`src/rtl/nandt_pkg.sv`:
```
// Package: shared definitions for the NAND tree test controller.
// Assumes the four control pins are sampled as static levels.
package nandt_pkg;
    // Levels of the four control pins, grouped for the decode.
    typedef struct packed {
        logic en;
        logic clk;
        logic exec;
        logic din;
    } tcode_t;

    // Static entry code: en=1, clk=0, exec=1, din=1.
    localparam tcode_t ENTRY_CODE = '{en: 1'b1, clk: 1'b0, exec: 1'b1, din: 1'b1};
endpackage

```
`src/rtl/nandt_mode_decode.sv`:
```
// Module: combinational decode of the static test entry code.
// Assumes no clock: the mode follows the pin levels with no state.
module nandt_mode_decode
    import nandt_pkg::*;
(
    input  tcode_t code,
    output logic   mode_on
);
    // Match the pins against the entry code.
    always_comb begin
        mode_on = (code == ENTRY_CODE);
    end
endmodule

```
`src/rtl/nandt_chain.sv`:
```
// Module: one ordered NAND tree chain of LEN stages.
// Position p of the chain is taps[p-1]. Stage 0 is a constant 1.
// Assumes LEN >= 1.
module nandt_chain #(
    parameter int LEN = 24
) (
    input  logic [LEN-1:0] taps,
    output logic           result
);
    logic [LEN:0] node;

    assign node[0] = 1'b1;

    // Build one NAND stage per chain position.
    for (genvar g = 0; g < LEN; g++) begin : g_stage
        assign node[g+1] = ~(node[g] & taps[g]);
    end

    assign result = node[LEN];

    // A zero on the last position forces the result high (R5 at s = LEN).
    always_comb begin
        if (taps[LEN-1] == 1'b0) begin
            p_tail_mask_r5: assert (result == 1'b1)
                else $error("chain tail zero did not force result high");
        end
    end
endmodule

```
`src/rtl/nandt_pad_ctrl.sv`:
```
// Module: forces output enables and muxes chain results onto borrowed pads.
// Assumes the three special pad indices are distinct and below N_OUT.
module nandt_pad_ctrl #(
    parameter int N_OUT   = 32,
    parameter int TDO_IDX = 0,
    parameter int P1_IDX  = 1,
    parameter int P2_IDX  = 2
) (
    input  logic             mode_on,
    input  logic [N_OUT-1:0] func_oe,
    input  logic             func_d1,
    input  logic             func_d2,
    input  logic             res1,
    input  logic             res2,
    output logic [N_OUT-1:0] pad_oe,
    output logic             pad1_out,
    output logic             pad2_out
);
    // Pick the enable of each pad according to its role.
    for (genvar g = 0; g < N_OUT; g++) begin : g_oe
        if (g == TDO_IDX) begin : g_tdo
            assign pad_oe[g] = func_oe[g];
        end else if (g == P1_IDX || g == P2_IDX) begin : g_borrow
            assign pad_oe[g] = mode_on | func_oe[g];
        end else begin : g_plain
            assign pad_oe[g] = mode_on ? 1'b0 : func_oe[g];
        end
    end

    // Put the chain results on the borrowed pads while in the mode.
    always_comb begin
        pad1_out = mode_on ? res1 : func_d1;
        pad2_out = mode_on ? res2 : func_d2;
    end
endmodule

```
`src/rtl/nandt_ctrl.sv`:
```
// Module: top of the dual-chain NAND tree connectivity test controller.
// Chain one uses pad_in[CH1_LEN-1:0] and chain two uses the bits above.
// Assumes a purely combinational block: no clock and no reset.
module nandt_ctrl
    import nandt_pkg::*;
#(
    parameter int CH1_LEN = 24,
    parameter int CH2_LEN = 16,
    parameter int N_OUT   = 32,
    parameter int TDO_IDX = 0,
    parameter int P1_IDX  = 1,
    parameter int P2_IDX  = 2
) (
    input  logic                       test_en,
    input  logic                       test_clk,
    input  logic                       test_exec,
    input  logic                       test_in,
    input  logic [CH1_LEN+CH2_LEN-1:0] pad_in,
    input  logic [N_OUT-1:0]           func_oe,
    input  logic                       func_d1,
    input  logic                       func_d2,
    output logic [N_OUT-1:0]           pad_oe,
    output logic                       pad1_out,
    output logic                       pad2_out
);
    localparam int N_IN = CH1_LEN + CH2_LEN;
    localparam logic [N_OUT-1:0] KEEP_MASK =
        (N_OUT'(1) << P1_IDX) | (N_OUT'(1) << P2_IDX);

    tcode_t code;
    logic   mode_on;
    logic   res1;
    logic   res2;

    // Gather the four control pins into one code word.
    always_comb begin
        code = '{en: test_en, clk: test_clk, exec: test_exec, din: test_in};
    end

    nandt_mode_decode u_decode (
        .code    (code),
        .mode_on (mode_on)
    );

    nandt_chain #(.LEN(CH1_LEN)) u_chain1 (
        .taps   (pad_in[CH1_LEN-1:0]),
        .result (res1)
    );

    nandt_chain #(.LEN(CH2_LEN)) u_chain2 (
        .taps   (pad_in[N_IN-1:CH1_LEN]),
        .result (res2)
    );

    nandt_pad_ctrl #(
        .N_OUT   (N_OUT),
        .TDO_IDX (TDO_IDX),
        .P1_IDX  (P1_IDX),
        .P2_IDX  (P2_IDX)
    ) u_pads (
        .mode_on  (mode_on),
        .func_oe  (func_oe),
        .func_d1  (func_d1),
        .func_d2  (func_d2),
        .res1     (res1),
        .res2     (res2),
        .pad_oe   (pad_oe),
        .pad1_out (pad1_out),
        .pad2_out (pad2_out)
    );

    // Cross-module checks on the pad side of the block.
    always_comb begin
        if (mode_on) begin
            p_hiz_r6: assert ((pad_oe & ~KEEP_MASK & ~(N_OUT'(1) << TDO_IDX)) == '0)
                else $error("output enable left on in test mode");
            p_borrow_r7: assert (pad1_out == res1 && pad2_out == res2)
                else $error("chain result missing on borrowed pad");
        end else begin
            p_normal_r8: assert (pad_oe == func_oe && pad1_out == func_d1
                                 && pad2_out == func_d2)
                else $error("functional pad values altered outside test mode");
        end
        if (pad_in[N_IN-1] == 1'b0 && mode_on) begin
            p_ch2_tail_r9: assert (pad2_out == 1'b1)
                else $error("chain two tail zero not seen on its own pad");
        end
    end
endmodule

```
`config.mk`:
```
export PLATFORM = sky130hd
export DESIGN_NAME = nandt_ctrl
export DESIGN_NICKNAME = d
export VERILOG_FILES = /design/src/rtl/nandt_pkg.sv /design/src/rtl/nandt_mode_decode.sv /design/src/rtl/nandt_chain.sv /design/src/rtl/nandt_pad_ctrl.sv /design/src/rtl/nandt_ctrl.sv
export SDC_FILE = /design/constraint.sdc
export NUM_CORES = 1
export LEC_CHECK = 0
export ABC_AREA = 1
export ABC_CLOCK_PERIOD_IN_PS = 3100
export CAP_MARGIN = 20
export CORE_MARGIN = 2
export CORE_UTILIZATION = 30
export DETAILED_ROUTE_END_ITERATION = 16
export DONT_BUFFER_PORTS = 1
export GPL_TIMING_DRIVEN = 0
export SETUP_SLACK_MARGIN = 0.1
export SLEW_MARGIN = 20
export SYNTH_ARGS = -nofsm -noshare
export SYNTH_HDL_FRONTEND = slang
export SYNTH_HIERARCHICAL = 1
export SYNTH_SLANG_ARGS = --single-unit
```
`constraint.sdc`:
```
create_clock -name vclk -period 3.1
set_input_delay 0.62 -clock vclk [all_inputs]
set_output_delay 0.62 -clock vclk [all_outputs]
set_load 0.01 [all_outputs]
```
==> results.toml, run 1 <==
[floorplan]
num_rows = 14
die_width_um = 43.86
coreArea_um2 = 1506
io_pins = 112
start_util_pct = 31.64
die_h_um = 43.86
die_area_um2 = 1924

[global_route]
grtUsageMet3_pct = 1.667
met1_usage_pct = 10.12
grt_start_max_net_pins = 11
overflow = 0
grt_pass1_vias = 488
antenna_found_initial = 0
use_met2_pct = 24.12
grt.busiest_layer = "met2"
grt_usage_pct = 10.97
grt_pass1_wl_mm = 1.752

[timing]
hold_viol = 0
setup_viol = 0
finalCritPeriodShare_pct = 78.79
rsz0062_at_grt = "false"
worst_pin_slew_ps = 239.5
slew_headroom_pct = 83.98
fin_crit_ps = 2442
timing.fmax_mhz = 409.4
drv_slew = 0
finalSetupTns_ps = 0

[worst_setup_path]
worstPathRequired_ps = 2480
crit_type = "input port to output pin"
cp_data_arrival_time_ps = 1820
path_max_fanout = 1
critPathCapture = "pad1_out"
endpoint_kind = "output pin"
start_kind = "input port"
cp-startpoint = "pad_in[0]"

[route]
wl_mm = 1.201
viasPerCell = 4.477
remaining_drc_errors = 0
drtIter0Drc = 10
ant_nets = 0
num_vias = 591
firstDrtPassIters = 4
post_drt_wl_per_cell_um = 9.098

[logic_synthesis]
yosysWarningCount = 6
synth.top_cell.area_share_pct = 36.22
syn_area_um2 = 476.7
synth_area_per_cell_um2 = 4.110
yosysSeqAreaShare_pct = 0
syn-num-nets = 194
synth_area_leaders = "nand2_1 (36%), inv_1 (26%), nor2_1 (23%)"
synth_top_area_cell = "nand2_1"
synth.distinct_cells = 7
synthCells = 116

[power]
seq_power_share_pct = 0
p_per_area_nw_per_um2 = 121.8
switching_power_mw = 0.04012
clkPwrFrac_pct = 0
switching_share_pct = 66.28
ir_worst_vdd_uv = 44.70
combinationalPowerShare_pct = 100.0
p_leak_nw = 0.4017
p_int_mw = 0.02041
total_power_mw = 0.06053

[status]
outcome = "finished clean"

[layout]
nets = 196
nClkBuffers = 0
area_growth_pct = 4.199
n_fill_cell = 184
regArea_um2 = 0
seq_cells = 0
fin_util_pct = 32.97
drive_above_1_share_pct = 5.172
multi_input_area_um2 = 300.3
diodes = 0

[placed_design]
io_buffers = 0
place.gp.congestion = 0.6557
place_hpwl_mm = 1.104

[clocking]
cts_hold_buf = 0
post_cts_buffers = 0
cts_resized = 0

[hold_path]
hp-class = "input port to output pin"

[run]
drv_cap = 0
## routing by layer
| layer | up-vias | share of wire, % |
|---|---|---|
| met5 | - | 0 |
| met4 | 0 | 0 |
| met3 | 0 | 13 |
| met2 | 47 | 56 |
| met1 | 233 | 30 |
| li1 | 311 | - |
## area by class of cell
class	instances	area share (%)
plain buffers	5	10.58
inverters	33	24.94
multi-input cells	78	60.45
well taps	16	4.030
## synth_stat cells (all sizes together)
cell type,count
nand2,46
inv,33
or2,2
nor2,30
buf,5
## critical path: stages
cell and delay, ps:
inv_1 20, nand2_1 40, nand2_1 40, nand2_1 50
nand2_1 40, nand2_1 50, nand2_1 40, nand2_1 50
nand2_1 40, nand2_1 50, nand2_1 40, nand2_1 50
nand2_1 40, nand2_1 50, nand2_1 40, nand2_1 50
nand2_1 40, nand2_1 50, nand2_1 40, nand2_1 50
nand2_1 50, nand2_1 50, nand2_1 40, nand2_1 50
nand2_1 50, nand2_1 110
## per-stage QoR
stage                     hold slack, ps  setup WS [ps]  area [µm²]  std cells
after CTS                           1326          644.1       496.7        132
after floorplan                     1323          744.3       476.7        116
after detailed placement            1326          649.3       496.7        132
after global routing                1328          240.3       496.7        132
final                               1326          657.5       496.7        132
after global placement              1327          711.1       496.7        132
## cells in the final DEF (no fill, tap or decap)
cell / synthesis / routed
inv_1: 33 / 33
or2_1: 2 / 2
buf_6: 4 / 4
nor2_2: 1 / 1
nand2_1: 46 / 46
buf_4: 1 / 1
nor2_1: 29 / 29
## worst min path at each step
stage,start,to,slack [ps],cells past startpoint
final,func_oe[7],pad_oe[7],1330,2
after global routing,func_oe[26],pad_oe[26],1330,2
after CTS,func_oe[6],pad_oe[6],1330,2
after detailed placement,func_oe[6],pad_oe[6],1330,2
after global placement,func_oe[25],pad_oe[25],1330,2
after floorplan,func_oe[10],pad_oe[10],1320,2
## logic make-up (layout without fill, tap and decap cells)
logic type,Yosys count,after routing,synth area share [%]
simple gates,78,78,62.99
buf+inv,38,38,37.01
## power groups by stage
stage,combinational [mW],clock (mW),sequential [mW]
finish,0.0605,0,0
global route,0.0705,0,0
CTS,0.0614,0,0
detailed placement,0.0613,0,0
global placement,0.0604,0,0
floorplan,0.0555,0,0
No activity file was read; power rests on OpenSTA's default activity.
==> inputs of run 2 (changes only) <==
Settings changed: ABC_AREA 1 to 0, ABC_CLOCK_PERIOD_IN_PS 3100 to 2490, CORE_AREA from default to 2 2 43 45, CORE_MARGIN 2 to default, CORE_UTILIZATION 30 to default, DIE_AREA from default to 0 0 45 47.
Clock period 3.1 ns to 2.49 ns, I/O delays scaled along.
==> run 2 against run 1 <==
  * Synthesized area is 7.6% lower
  * Global-route usage down 0.65 points
  * Sequential cell count unchanged
  * Non-clock buffer count shrank 1
  * Die area increased by 9.9%
  * Synthesized cell count decreased by 41%
  * First-iteration DRC count shrank 40%
  * Cell count fell by 35%
  * Total power up 16%
  * Hold slack got worse by 240 ps
  * Worst setup slack worse by 50 ps
  * Wire length up 22%
==> results.toml, run 2 <==
[floorplan]
io_pins = 112
coreArea_um2 = 1652
die_width_um = 45
die_area_um2 = 2115
num_rows = 15
start_util_pct = 26.67
die_h_um = 47

[worst_setup_path]
start_kind = "input port"
critPathMaxStageDelay_ps = 310
worst_path_max_delay_cell = "mux2_2"
cp_data_arrival_time_ps = 1380
worstPathRequired_ps = 1990
crit_chain = "nor2b_1, o221ai_1, a211oi_1, a211oi_1, mux2_2"
cpMostUsedCell = "a211oi_1"
path_max_fanout = 1
crit_type = "input port to output pin"
endpoint_kind = "output pin"

[power]
seq_power_share_pct = 0
switching_share_pct = 58.58
combinationalPowerShare_pct = 100.0
clkPwrFrac_pct = 0
ir_worst_vdd_uv = 52.53
switching_power_mw = 0.04108
p_int_mw = 0.02904
p_leak_nw = 0.1948
p_per_area_nw_per_um2 = 151.9

[placed_design]
io_buffers = 0
place.gp.congestion = 0.7232
place_hpwl_mm = 1.395
placed_cells = 86

[route]
num_vias = 493
ant_nets = 0
post_drt_wl_per_cell_um = 17.09
wl_mm = 1.470
viasPerCell = 5.733
firstDrtPassIters = 3
remaining_drc_errors = 0
drtIter0Drc = 6

[layout]
seq_cells = 0
mostFrequentLayoutCell = "nor2b_1"
nets = 149
nClkBuffers = 0
regArea_um2 = 0
diodes = 0
mostFrequentLayoutCells = "nor2b_1 (31), inv_1 (5), nand3_1 (4), nand2b_1 (3), a21boi_0 (3)"
drive_above_1_share_pct = 10.14
area_growth_pct = 4.830
layout.cells.non_filler = 86

[global_route]
antenna_found_initial = 0
grt_pass1_vias = 423
grt_usage_pct = 10.32
grt_pass1_wl_mm = 1.614
grt_start_max_net_pins = 11
overflow = 0

[timing]
hold_viol = 0
finalSetupTns_ps = 0
worst_pin_slew_ps = 273.8
fin_crit_ps = 1882
slew_headroom_pct = 81.71
rsz0062_at_grt = "false"
hold_slack_ps = 1089
setup_viol = 0
finalCritPeriodShare_pct = 75.58
drv_slew = 0
timing.fmax_mhz = 531.3

[logic_synthesis]
synth_area_leaders = "nor2b_1 (44%), a21boi_0 (5.1%), mux2_2 (5.1%)"
syn_area_um2 = 440.4
synth_common_cells = "nor2b_1 (31), inv_1 (5), nand3_1 (4), a21boi_0 (3), nand2b_1 (3)"
yosysWarningCount = 6
yosysSeqAreaShare_pct = 0
synth_area_per_cell_um2 = 6.383
synth.top_cell.area_share_pct = 44.03
yosysMostFrequentCell = "nor2b_1"
synthCells = 69
synth.distinct_cells = 21
syn-num-nets = 147
synth_top_area_cell = "nor2b_1"

[clocking]
cts_hold_buf = 0
cts_resized = 0
post_cts_buffers = 0

[hold_path]
hp-class = "input port to output pin"

[run]
drv_cap = 0

[status]
outcome = "finished clean"
-- run 2: cell type report --
type	count	area, µm²
fillers	184	1190
inverters	5	18.77
multi-input cells	60	392.9
well taps	17	21.27
plain buffers	4	28.78
-- run 2: through the flow --
step / utilization (%) / power [mW] / instance area [µm²] / setup slack [ps]
after CTS: 27.95 / 0.07082 / 461.7 / 577.9
after global placement: 27.95 / 0.06960 / 461.7 / 625.7
after floorplan: - / 0.06327 / 440.4 / 701.2
after detailed placement: 27.95 / 0.07071 / 461.7 / 577.9
final: 27.95 / 0.07012 / 461.7 / 607.9
after global routing: 27.95 / 0.07859 / 461.7 / 502.9
-- run 2: power groups by stage --
stage | Combinational [mW] | Clock [mW] | Sequential (mW)
global route | 0.0786 | 0 | 0
CTS | 0.0708 | 0 | 0
detailed placement | 0.0707 | 0 | 0
global placement | 0.0696 | 0 | 0
floorplan | 0.0633 | 0 | 0
finish | 0.0701 | 0 | 0
-- run 2: routing by layer --
metal / GRT usage [%] / part of all wire [%]
met1: 11.14 / 31
met2: 22.86 / 57
met3: 0.3846 / 12
met4: 0 / 0
met5: 0 / 0
-- run 2: critical path: cells and delay by family --
kind | cells | cell delay (ps)
multiplexers | 1 | 310
AND/OR/NAND/NOR | 1 | 110
AO/OA/AOI/OAI | 3 | 470
-- run 2: final timing paths --
path,startpoint,endpoint,slack [ps],cells past startpoint
hold / removal,func_oe[0],pad_oe[0],1090,1
setup / recovery,pad_in[1],pad1_out,610,5
-- run 2: cells by family after synthesis --
kind of cell / count (synthesis) / synth area share (%)
multiplexers: 2 / 5.113
AO/OA/AOI/OAI: 14 / 23.01
buffers and inverters: 9 / 10.80
AND/OR/NAND/NOR: 44 / 61.08
